`config.mk`:
```
export PLATFORM = sky130hd
export DESIGN_NAME = eag_unit
export DESIGN_NICKNAME = d
export VERILOG_FILES = /design/src/rtl/eag_pkg.sv /design/src/rtl/eag_addr_calc.sv /design/src/rtl/eag_fsm.sv /design/src/rtl/eag_unit.sv
export SDC_FILE = /design/constraint.sdc
export NUM_CORES = 1
export LEC_CHECK = 0
export BUFFER_PORTS_ARGS = -buffer_cell sky130_fd_sc_hd__buf_2
export CORE_UTILIZATION = 40
export CTS_BUF_LIST = sky130_fd_sc_hd__clkbuf_4 sky130_fd_sc_hd__clkbuf_8
export DETAILED_ROUTE_END_ITERATION = 16
export PLACE_DENSITY = 0.61
export SLEW_MARGIN = 20
export SYNTH_ARGS = -nofsm -noshare
export SYNTH_HDL_FRONTEND = slang
export SYNTH_SLANG_ARGS = --single-unit
```
`constraint.sdc`:
```
create_clock -name clk -period 5 [get_ports clk]
set_input_delay 0.25 -clock clk [delete_from_list [all_inputs] [get_ports clk]]
set_output_delay 0.25 -clock clk [all_outputs]
set_load 0.01 [all_outputs]
```
`src/rtl/eag_pkg.sv`:
```
package eag_pkg;
    localparam int DW = 8;
    localparam int AW = 2 * DW;

    typedef enum logic [3:0] {
        AM_IMM  = 4'd0,
        AM_ABS  = 4'd1,
        AM_ZPG  = 4'd2,
        AM_ABX  = 4'd3,
        AM_ABY  = 4'd4,
        AM_ZPX  = 4'd5,
        AM_ZPY  = 4'd6,
        AM_PRE  = 4'd7,
        AM_POST = 4'd8,
        AM_IND  = 4'd9
    } amode_t;

    typedef enum logic [1:0] {
        S_IDLE     = 2'd0,
        S_FETCH_LO = 2'd1,
        S_FETCH_HI = 2'd2,
        S_FINISH   = 2'd3
    } seq_state_t;

    function automatic logic needs_ptr(input logic [3:0] m);
        return (m == AM_PRE) || (m == AM_POST) || (m == AM_IND);
    endfunction
endpackage

```
`src/rtl/eag_addr_calc.sv`:
```
module eag_addr_calc
    import eag_pkg::*;
(
    input  amode_t          mode_q,
    input  logic [AW-1:0]   opnd_q,
    input  logic [DW-1:0]   x_q,
    input  logic [DW-1:0]   y_q,
    input  logic [AW-1:0]   ptr_q,
    output logic [AW-1:0]   rd_addr0,
    output logic [AW-1:0]   rd_addr1,
    output logic [AW-1:0]   ea_c,
    output logic            cross_c,
    output logic            imm_c
);
    localparam logic [DW-1:0] ZPAGE = '0;

    logic [DW-1:0] idx;
    logic [AW-1:0] base;
    logic [AW-1:0] full_sum;
    logic [DW-1:0] zp_sum;
    logic [DW-1:0] zp_next;

    always_comb begin
        idx = (mode_q == AM_ABY || mode_q == AM_ZPY || mode_q == AM_POST) ? y_q : x_q;
        base     = (mode_q == AM_POST) ? ptr_q : opnd_q;
        full_sum = base + {ZPAGE, idx};
        zp_sum   = opnd_q[DW-1:0] + idx;
        zp_next  = zp_sum + 1'b1;
    end

    always_comb begin
        rd_addr0 = opnd_q;
        rd_addr1 = opnd_q + 1'b1;
        ea_c     = opnd_q;
        cross_c  = 1'b0;
        imm_c    = 1'b0;
        unique case (mode_q)
            AM_IMM: begin
                ea_c  = '0;
                imm_c = 1'b1;
            end
            AM_ZPG: ea_c = {ZPAGE, opnd_q[DW-1:0]};
            AM_ABX, AM_ABY: begin
                ea_c    = full_sum;
                cross_c = (full_sum[AW-1:DW] != base[AW-1:DW]);
            end
            AM_ZPX, AM_ZPY: ea_c = {ZPAGE, zp_sum};
            AM_PRE: begin
                rd_addr0 = {ZPAGE, zp_sum};
                rd_addr1 = {ZPAGE, zp_next};
                ea_c     = ptr_q;
            end
            AM_POST: begin
                rd_addr0 = {ZPAGE, opnd_q[DW-1:0]};
                rd_addr1 = {ZPAGE, opnd_q[DW-1:0] + 1'b1};
                ea_c     = full_sum;
                cross_c  = (full_sum[AW-1:DW] != base[AW-1:DW]);
            end
            AM_IND: ea_c = ptr_q;
            default: ea_c = opnd_q;
        endcase
    end
endmodule

```
`src/rtl/eag_fsm.sv`:
```
module eag_fsm
    import eag_pkg::*;
(
    input  logic clk,
    input  logic rst_n,
    input  logic start,
    input  logic ptr_mode,
    input  logic mem_valid,
    output logic load,
    output logic cap_lo,
    output logic cap_hi,
    output logic mem_req,
    output logic use_hi,
    output logic done
);
    seq_state_t state, state_nx;

    always_ff @(posedge clk) begin
        if (!rst_n) state <= S_IDLE;
        else        state <= state_nx;
    end

    always_comb begin
        state_nx = state;
        unique case (state)
            S_IDLE:     if (start) state_nx = ptr_mode ? S_FETCH_LO : S_FINISH;
            S_FETCH_LO: if (mem_valid) state_nx = S_FETCH_HI;
            S_FETCH_HI: if (mem_valid) state_nx = S_FINISH;
            S_FINISH:   state_nx = S_IDLE;
            default:    state_nx = S_IDLE;
        endcase
    end

    always_comb begin
        load    = (state == S_IDLE) && start;
        mem_req = (state == S_FETCH_LO) || (state == S_FETCH_HI);
        use_hi  = (state == S_FETCH_HI);
        cap_lo  = (state == S_FETCH_LO) && mem_valid;
        cap_hi  = (state == S_FETCH_HI) && mem_valid;
        done    = (state == S_FINISH);
    end
endmodule

```
`src/rtl/eag_unit.sv`:
```
module eag_unit
    import eag_pkg::*;
(
    input  logic          clk,
    input  logic          rst_n,
    input  logic          start,
    input  logic [3:0]    mode,
    input  logic [7:0]    opnd_lo,
    input  logic [7:0]    opnd_hi,
    input  logic [7:0]    idx_x,
    input  logic [7:0]    idx_y,
    output logic          mem_req,
    output logic [15:0]   mem_addr,
    input  logic [7:0]    mem_rdata,
    input  logic          mem_valid,
    output logic          done,
    output logic [15:0]   ea,
    output logic          is_imm,
    output logic          page_cross
);
    amode_t          mode_q;
    logic [AW-1:0]   opnd_q;
    logic [DW-1:0]   x_q, y_q;
    logic [AW-1:0]   ptr_q;
    logic            load, cap_lo, cap_hi, use_hi, done_i;
    logic [AW-1:0]   rd_addr0, rd_addr1, ea_c;
    logic            cross_c, imm_c;

    eag_fsm u_fsm (
        .clk       (clk),
        .rst_n     (rst_n),
        .start     (start),
        .ptr_mode  (needs_ptr(mode)),
        .mem_valid (mem_valid),
        .load      (load),
        .cap_lo    (cap_lo),
        .cap_hi    (cap_hi),
        .mem_req   (mem_req),
        .use_hi    (use_hi),
        .done      (done_i)
    );

    always_ff @(posedge clk) begin
        if (!rst_n) begin
            mode_q <= AM_IMM;
            opnd_q <= '0;
            x_q    <= '0;
            y_q    <= '0;
            ptr_q  <= '0;
        end else begin
            if (load) begin
                mode_q <= amode_t'(mode);
                opnd_q <= {opnd_hi, opnd_lo};
                x_q    <= idx_x;
                y_q    <= idx_y;
            end
            if (cap_lo) ptr_q[DW-1:0]  <= mem_rdata;
            if (cap_hi) ptr_q[AW-1:DW] <= mem_rdata;
        end
    end

    eag_addr_calc u_calc (
        .mode_q   (mode_q),
        .opnd_q   (opnd_q),
        .x_q      (x_q),
        .y_q      (y_q),
        .ptr_q    (ptr_q),
        .rd_addr0 (rd_addr0),
        .rd_addr1 (rd_addr1),
        .ea_c     (ea_c),
        .cross_c  (cross_c),
        .imm_c    (imm_c)
    );

    always_comb begin
        mem_addr   = use_hi ? rd_addr1 : rd_addr0;
        done       = done_i;
        ea         = done_i ? ea_c : '0;
        is_imm     = done_i & imm_c;
        page_cross = done_i & cross_c;
    end
endmodule

```
==> results.toml, run 1 <==
[floorplanning]
die_width_um = 110
core_area_um2 = 11400
rows = 39
io_pins = 84
die_h_um = 110
start_util = 0.412
dieArea_um2 = 12200

[critical_path]
r2r_cells = 8
start_kind = "register"
critPathMaxFanout = 11
arrival_ns = 4.46
required_ns = 4.75
end_kind = "output port"
path_class = "reg -> out"

[synthesis]
synth_fp_nets = 719
synth-seq-cells = 54
synth_flop_cell = "dfxtp_1"
synth_edf_count = 0
async_flop_share = 0
synthCells = 646
synthesis.area_um2 = 4700
ys_warn_count = 0
synthMuxAreaShare = 0.0522
synthXorXnorAreaFrac = 0.0671
synth_top_family_by_area = "compound AO/OA/AOI/OAI gates"
synth-simple-area-share = 0.256
synth_seq_area_share = 0.230
synth-adder-area-share = 0.0698
synth_cell_types = 60
synth_compound_area_frac = 0.270
syn_area_per_cell_um2 = 7.27

[sta]
hold_viol = 0
maxClockFrequency_mhz = 212
hold_slack_ns = 0.190
period_needed_ns = 4.71
final-max-slew-violation-count = 0
finalClockSkew_ns = 0.00335
tightestPinTransition_ns = 0.783
max-slew-margin-rel = 0.478
fin_tns_setup_ns = 0
setup_viol = 0
fin_ws_ns = 0.285
finalCritPeriodShare = 0.943
rsz0062_at_grt = "no"

[place]
io_buffer_count = 83
gp_congestion = 0.860
pre_cts_ws_ns = 0.688
dp_hpwl_um = 10500

[clock_tree]
htree_levels = 2
clk-insertion-delay-late_ns = 0.30
cts_sinks = 54
cts_root_buffer = "clkbuf_8"
path_clk_slew_ns = 0.09
numCtsBuffers = 5
cts_resized = 0
clockBufferDepth = 2
cts_setup_buffers = 0
tritoncts = "yes"
cts_hold_buf = 0

[routing]
num_vias = 4756
wl_um = 13700
dr.pass1.iters = 8
wl_per_cell_um = 16.3
detail-route-antenna-nets = 0
viasPerCell = 5.67
drt-initial-drc-count = 314
drc_errors = 0

[grt]
grt_overflow_total = 0
grt_max_degree = 55
antenna_found_initial = 0
grt_pass1_vias = 4223
grt_util_all_layers = 0.226
grt_pass1_wl_um = 21100

[status]
status = "finished clean"

[power]
power_mw = 1.93
powerDensity_nw_per_um2 = 368
p_leak_nw = 2.12
vdd_ir_drop_max_mv = 0.244

[layout]
drive_gt1_frac = 0.171
antenna_cells = 0
areaGrowthSynthToFinish_pct = 11.4
fin_nets = 768

[worst_hold_path]
min_path_cells = 3
hp-class = "in -> reg"

[job]
maxCapViolCount = 0
==> layer usage <==
| layer | wire [µm] | vias to the layer above | GRT usage |
|---|---|---|---|
| met1 | 6390 | 2199 | 0.326 |
| met2 | 6200 | 177 | 0.358 |
| met5 | 0 | - | 0 |
| met4 | 242 | 0 | 0.0639 |
| met3 | 866 | 20 | 0.0176 |
| li1 | - | 2360 | - |
==> sequential cells by signal, indices dropped and copies added, names as in the netlist <==
| signal | cells |
|---|---|
| opnd_q | 16 |
| ptr_q | 16 |
| x_q | 8 |
| y_q | 8 |
| mode_q | 4 |
| u_fsm.state | 2 |
==> cell usage after synthesis, drive strengths merged (5+ instances only) <==
cell	instances	share of area
a211oi	8	0.017
clkbuf	29	0.023
buf	16	0.022
xnor2	20	0.037
and3	5	0.0067
nand2b	9	0.012
dfxtp	54	0.23
inv	13	0.010
a221oi	5	0.011
ha	23	0.061
nand2	145	0.12
mux2	12	0.029
nor2	42	0.034
o21ai	24	0.026
a22oi	7	0.011
a21o	8	0.013
a31oi	6	0.0080
mux2i	11	0.023
a222oi	5	0.011
a21boi	55	0.088
a21oi	32	0.035
nand3	37	0.039
xor2	16	0.030
o22ai	6	0.0080
==> path summary, 6_finish.rpt <==
check / startpoint / to / slack [ns]
setup reg to reg: u_fsm.state[0]$_SDFFE_PN0P_ / u_fsm.state[0]$_SDFFE_PN0P_ / 3.31
hold / removal: opnd_lo[6] / opnd_q[6]$_SDFFE_PN0P_ / 0.19
hold reg to reg: x_q[2]$_SDFFE_PN0P_ / x_q[2]$_SDFFE_PN0P_ / 0.47
setup / recovery: mode_q[3]$_SDFFE_PN0P_ / mem_addr[4] / 0.29
==> cell usage in the layout (no fill, tap or decap), drive strengths merged, types with 6 or more instances in the layout <==
master | netlist | routed
a211oi | 8 | 8
a21boi | 55 | 55
a21o | 8 | 8
a21oi | 32 | 32
a22oi | 7 | 7
a31oi | 6 | 6
buf | 16 | 87
clkbuf | 29 | 7
dfxtp | 54 | 54
ha | 23 | 23
inv | 13 | 13
mux2 | 12 | 12
mux2i | 11 | 11
nand2 | 145 | 145
nand2b | 9 | 9
nand3 | 37 | 37
nor2 | 42 | 42
o21ai | 24 | 24
o22ai | 6 | 6
xnor2 | 20 | 20
xor2 | 16 | 16
==> per-stage QoR <==
| stage | std cells | area, µm² | util |
|---|---|---|---|
| final | 839 | 5240 | 0.459 |
| after global routing | 839 | 5240 | 0.459 |
| after CTS | 839 | 5240 | 0.459 |
| after detailed placement | 831 | 5140 | 0.450 |
| after global placement | 831 | 5130 | 0.449 |
| after floorplan | 646 | 4700 | - |
==> where the power goes <==
part	leakage, nW	switching (mW)	internal, mW
sequential	0.441	0.128	0.507
combinational	1.62	0.635	0.405
clock	0.0517	0.134	0.117
==> area by class of cell <==
cell class | count | area [µm²]
fill | 1214 | 6180
multi-input combinational | 534 | 3390
sequential | 54 | 1080
timing repair buffer | 87 | 445
tap | 143 | 179
clock buffer | 7 | 90.1
inverter | 13 | 48.8
clock inverter | 1 | 5.00
==> critical path, stage by stage, from the launching register on <==
cell      delay [ns]
dfxtp_1         0.53
or3b_4          0.47
a21oi_2         0.41
mux2_2          0.40
ha_1            0.20
inv_1           0.07
fa_1            0.49
a21oi_1         0.20
ha_1            0.30
nand2_1         0.13
nor3b_1         0.32
xnor2_1         0.18
o211ai_1        0.10
o211ai_1        0.12
o21ai_0         0.10
buf_2           0.15
==> cell families after synthesis <==
family / count (synthesis)
adder cells (fa/ha/maj): 25
XOR/XNOR: 36
multiplexers: 23
flip-flops: 54
AO/OA/AOI/OAI: 180
buffers and inverters: 58
AND/OR/NAND/NOR: 270
No activity file was read; power rests on OpenSTA's default activity.
==> run 2, diff against run 1 <==
Settings changed: GPL_TIMING_DRIVEN set to 0.
==> run 2 against run 1 <==
Clock skew grew 0.0067 ns. Routed wire length is 8.3% higher. Clock-buffer cell count down 1. Global-route usage is 2.3 points higher. Sequential share of layout area shrank 0.59 points. Via count grew 3.9%. Register-to-register slack lost 0.33 ns. Worst setup slack got worse by 0.0033 ns. Critical path depth is 2 lower. Total power rose by 3.4%. Sequential power is 8.2% lower. Final cell count is 4.8% higher. Largest cell class unchanged.
==> results.toml, run 2 (synthesized netlist as in run 1, its figures left out) <==
[sta]
final-max-slew-violation-count = 0
maxClockFrequency_mhz = 212
fin_tns_setup_ns = 0
hold_viol = 0
finalCritPeriodShare = 0.944
finalClockSkew_ns = 0.0100
tightestPinTransition_ns = 0.720
setup_viol = 0
period_needed_ns = 4.72
rsz0062_at_grt = "no"
max-slew-margin-rel = 0.517

[power]
power.share.clock = 0.127
p_sw_uw = 945
p_sw_frac = 0.475
p_leak_nw = 2.19
powerDensity_nw_per_um2 = 369
vdd_ir_drop_max_mv = 0.235
p_comb_frac = 0.581
seqPwrFrac = 0.293
p_int_mw = 1.05

[floorplanning]
die_h_um = 110
dieArea_um2 = 12200
rows = 39
die_width_um = 110
start_util = 0.412
core_area_um2 = 11400
io_pins = 84

[critical_path]
arrival_ns = 4.47
path_class = "reg -> out"
required_ns = 4.75
critPathMaxFanout = 10
start_kind = "register"
end_kind = "output port"

[job]
maxCapViolCount = 0

[status]
status = "finished clean"

[routing]
dr.pass1.iters = 5
drc_errors = 0
drt-initial-drc-count = 317
num_vias = 4943
viasPerCell = 5.62
wl_um = 14800
wl_per_cell_um = 16.9
detail-route-antenna-nets = 0

[layout]
fillers = 1217
layout.cells.non_filler = 879
layout_common_cells = "nand2_1, buf_2, a21boi_0"
fin_nets = 808
final_common_cell = "nand2_1"
largest_registers = "opnd_q x16, ptr_q x16"
areaGrowthSynthToFinish_pct = 14.7
antenna_cells = 0
drive_gt1_frac = 0.170

[place]
dp_hpwl_um = 11900
dp.cells = 871
gp_congestion = 0.911
io_buffer_count = 82

[clock_tree]
path_clk_slew_ns = 0.10
htree_levels = 2
cts_root_buffer = "clkbuf_8"
cts_sinks = 54
numCtsBuffers = 5
clockBufferDepth = 2
clk-insertion-delay-late_ns = 0.31
cts_hold_buf = 0
tritoncts = "yes"

[grt]
grt_max_degree = 17
antenna_found_initial = 0
grt_overflow_total = 0
grt_pass1_wl_um = 23000
grt_util_all_layers = 0.249
grt_pass1_vias = 4487

[worst_hold_path]
hp-class = "in -> reg"
run 2: changes by cell type in the layout (fill, tap and decap cells not counted), sizes merged:
| cell | change |
|---|---|
| clkbuf | +28 |
| clkinvlp | +1 |
| buf | +11 |
run 2: cell type report:
| cell class | instances | area, µm² | share of cell area |
|---|---|---|---|
| tap | 143 | 179 | 0.0332 |
| timing repair buffer | 82 | 410 | 0.0761 |
| multi-input combinational | 534 | 3370 | 0.624 |
| clock buffer | 6 | 82.6 | 0.0153 |
| buffer | 45 | 211 | 0.0392 |
| clock inverter | 2 | 12.5 | 0.00232 |
| sequential | 54 | 1080 | 0.200 |
| inverter | 13 | 48.8 | 0.00905 |
run 2: worst paths after layout:
kind                                  to  cells past startpoint  slack (ns)                        start
setup / recovery             mem_addr[7]                     13        0.28       mode_q[1]$_SDFFE_PN0P_
hold / removal       x_q[6]$_SDFFE_PN0P_                      3        0.17                     idx_x[6]
setup reg to reg  opnd_q[2]$_SDFFE_PN0P_                      7        2.98  u_fsm.state[0]$_SDFFE_PN0P_
hold reg to reg      y_q[5]$_SDFFE_PN0P_                      2        0.47          y_q[5]$_SDFFE_PN0P_
run 2: what timing repair did:
item,in CTS,in global routing
setup buffers,0,0
resized for setup,0,2
setup endpoints to repair,0,4
run 2: metrics by stage:
stage          hold WS, ns  area, µm²  power (mW)  utilization  worst slack [ns]
2_1_floorplan        0.395       4700        1.38            -              1.36
3_3_place_gp         0.449       5290        1.71        0.463             0.669
3_5_place_dp         0.453       5300        1.73        0.464             0.601
4_1_cts              0.171       5390        1.98        0.472             0.253
5_1_grt              0.180       5390        2.15        0.472            0.0378
6_report             0.169       5390        1.99        0.472             0.282
run 2: power groups by stage:
stage / sequential, mW / clock [mW] / combinational, mW
2_1_floorplan: 0.560 / 0 / 0.821
3_3_place_gp: 0.586 / 0 / 1.12
3_5_place_dp: 0.589 / 0 / 1.14
4_1_cts: 0.579 / 0.258 / 1.14
5_1_grt: 0.591 / 0.279 / 1.28
6_report: 0.583 / 0.252 / 1.16
run 2: metal layers:
layer,vias to the layer above,GRT usage,wire (µm)
met2,215,0.403,6680
met4,0,0.0771,301
met1,2253,0.350,6860
li1,2449,-,-
met5,-,0,0
met3,26,0.0182,994
run 2: critical path: stages, from the launching register on:
cell       delay (ns)
dfxtp_1          0.32
buf_6            0.14
or3b_4           0.44
a21oi_2          0.42
mux2_2           0.43
ha_1             0.34
o21ai_0          0.52
a2111oi_0        0.16
a211oi_1         0.65
o21ai_0          0.19
nand3_1          0.12
xnor2_1          0.08
a31oi_1          0.19
buf_2            0.16
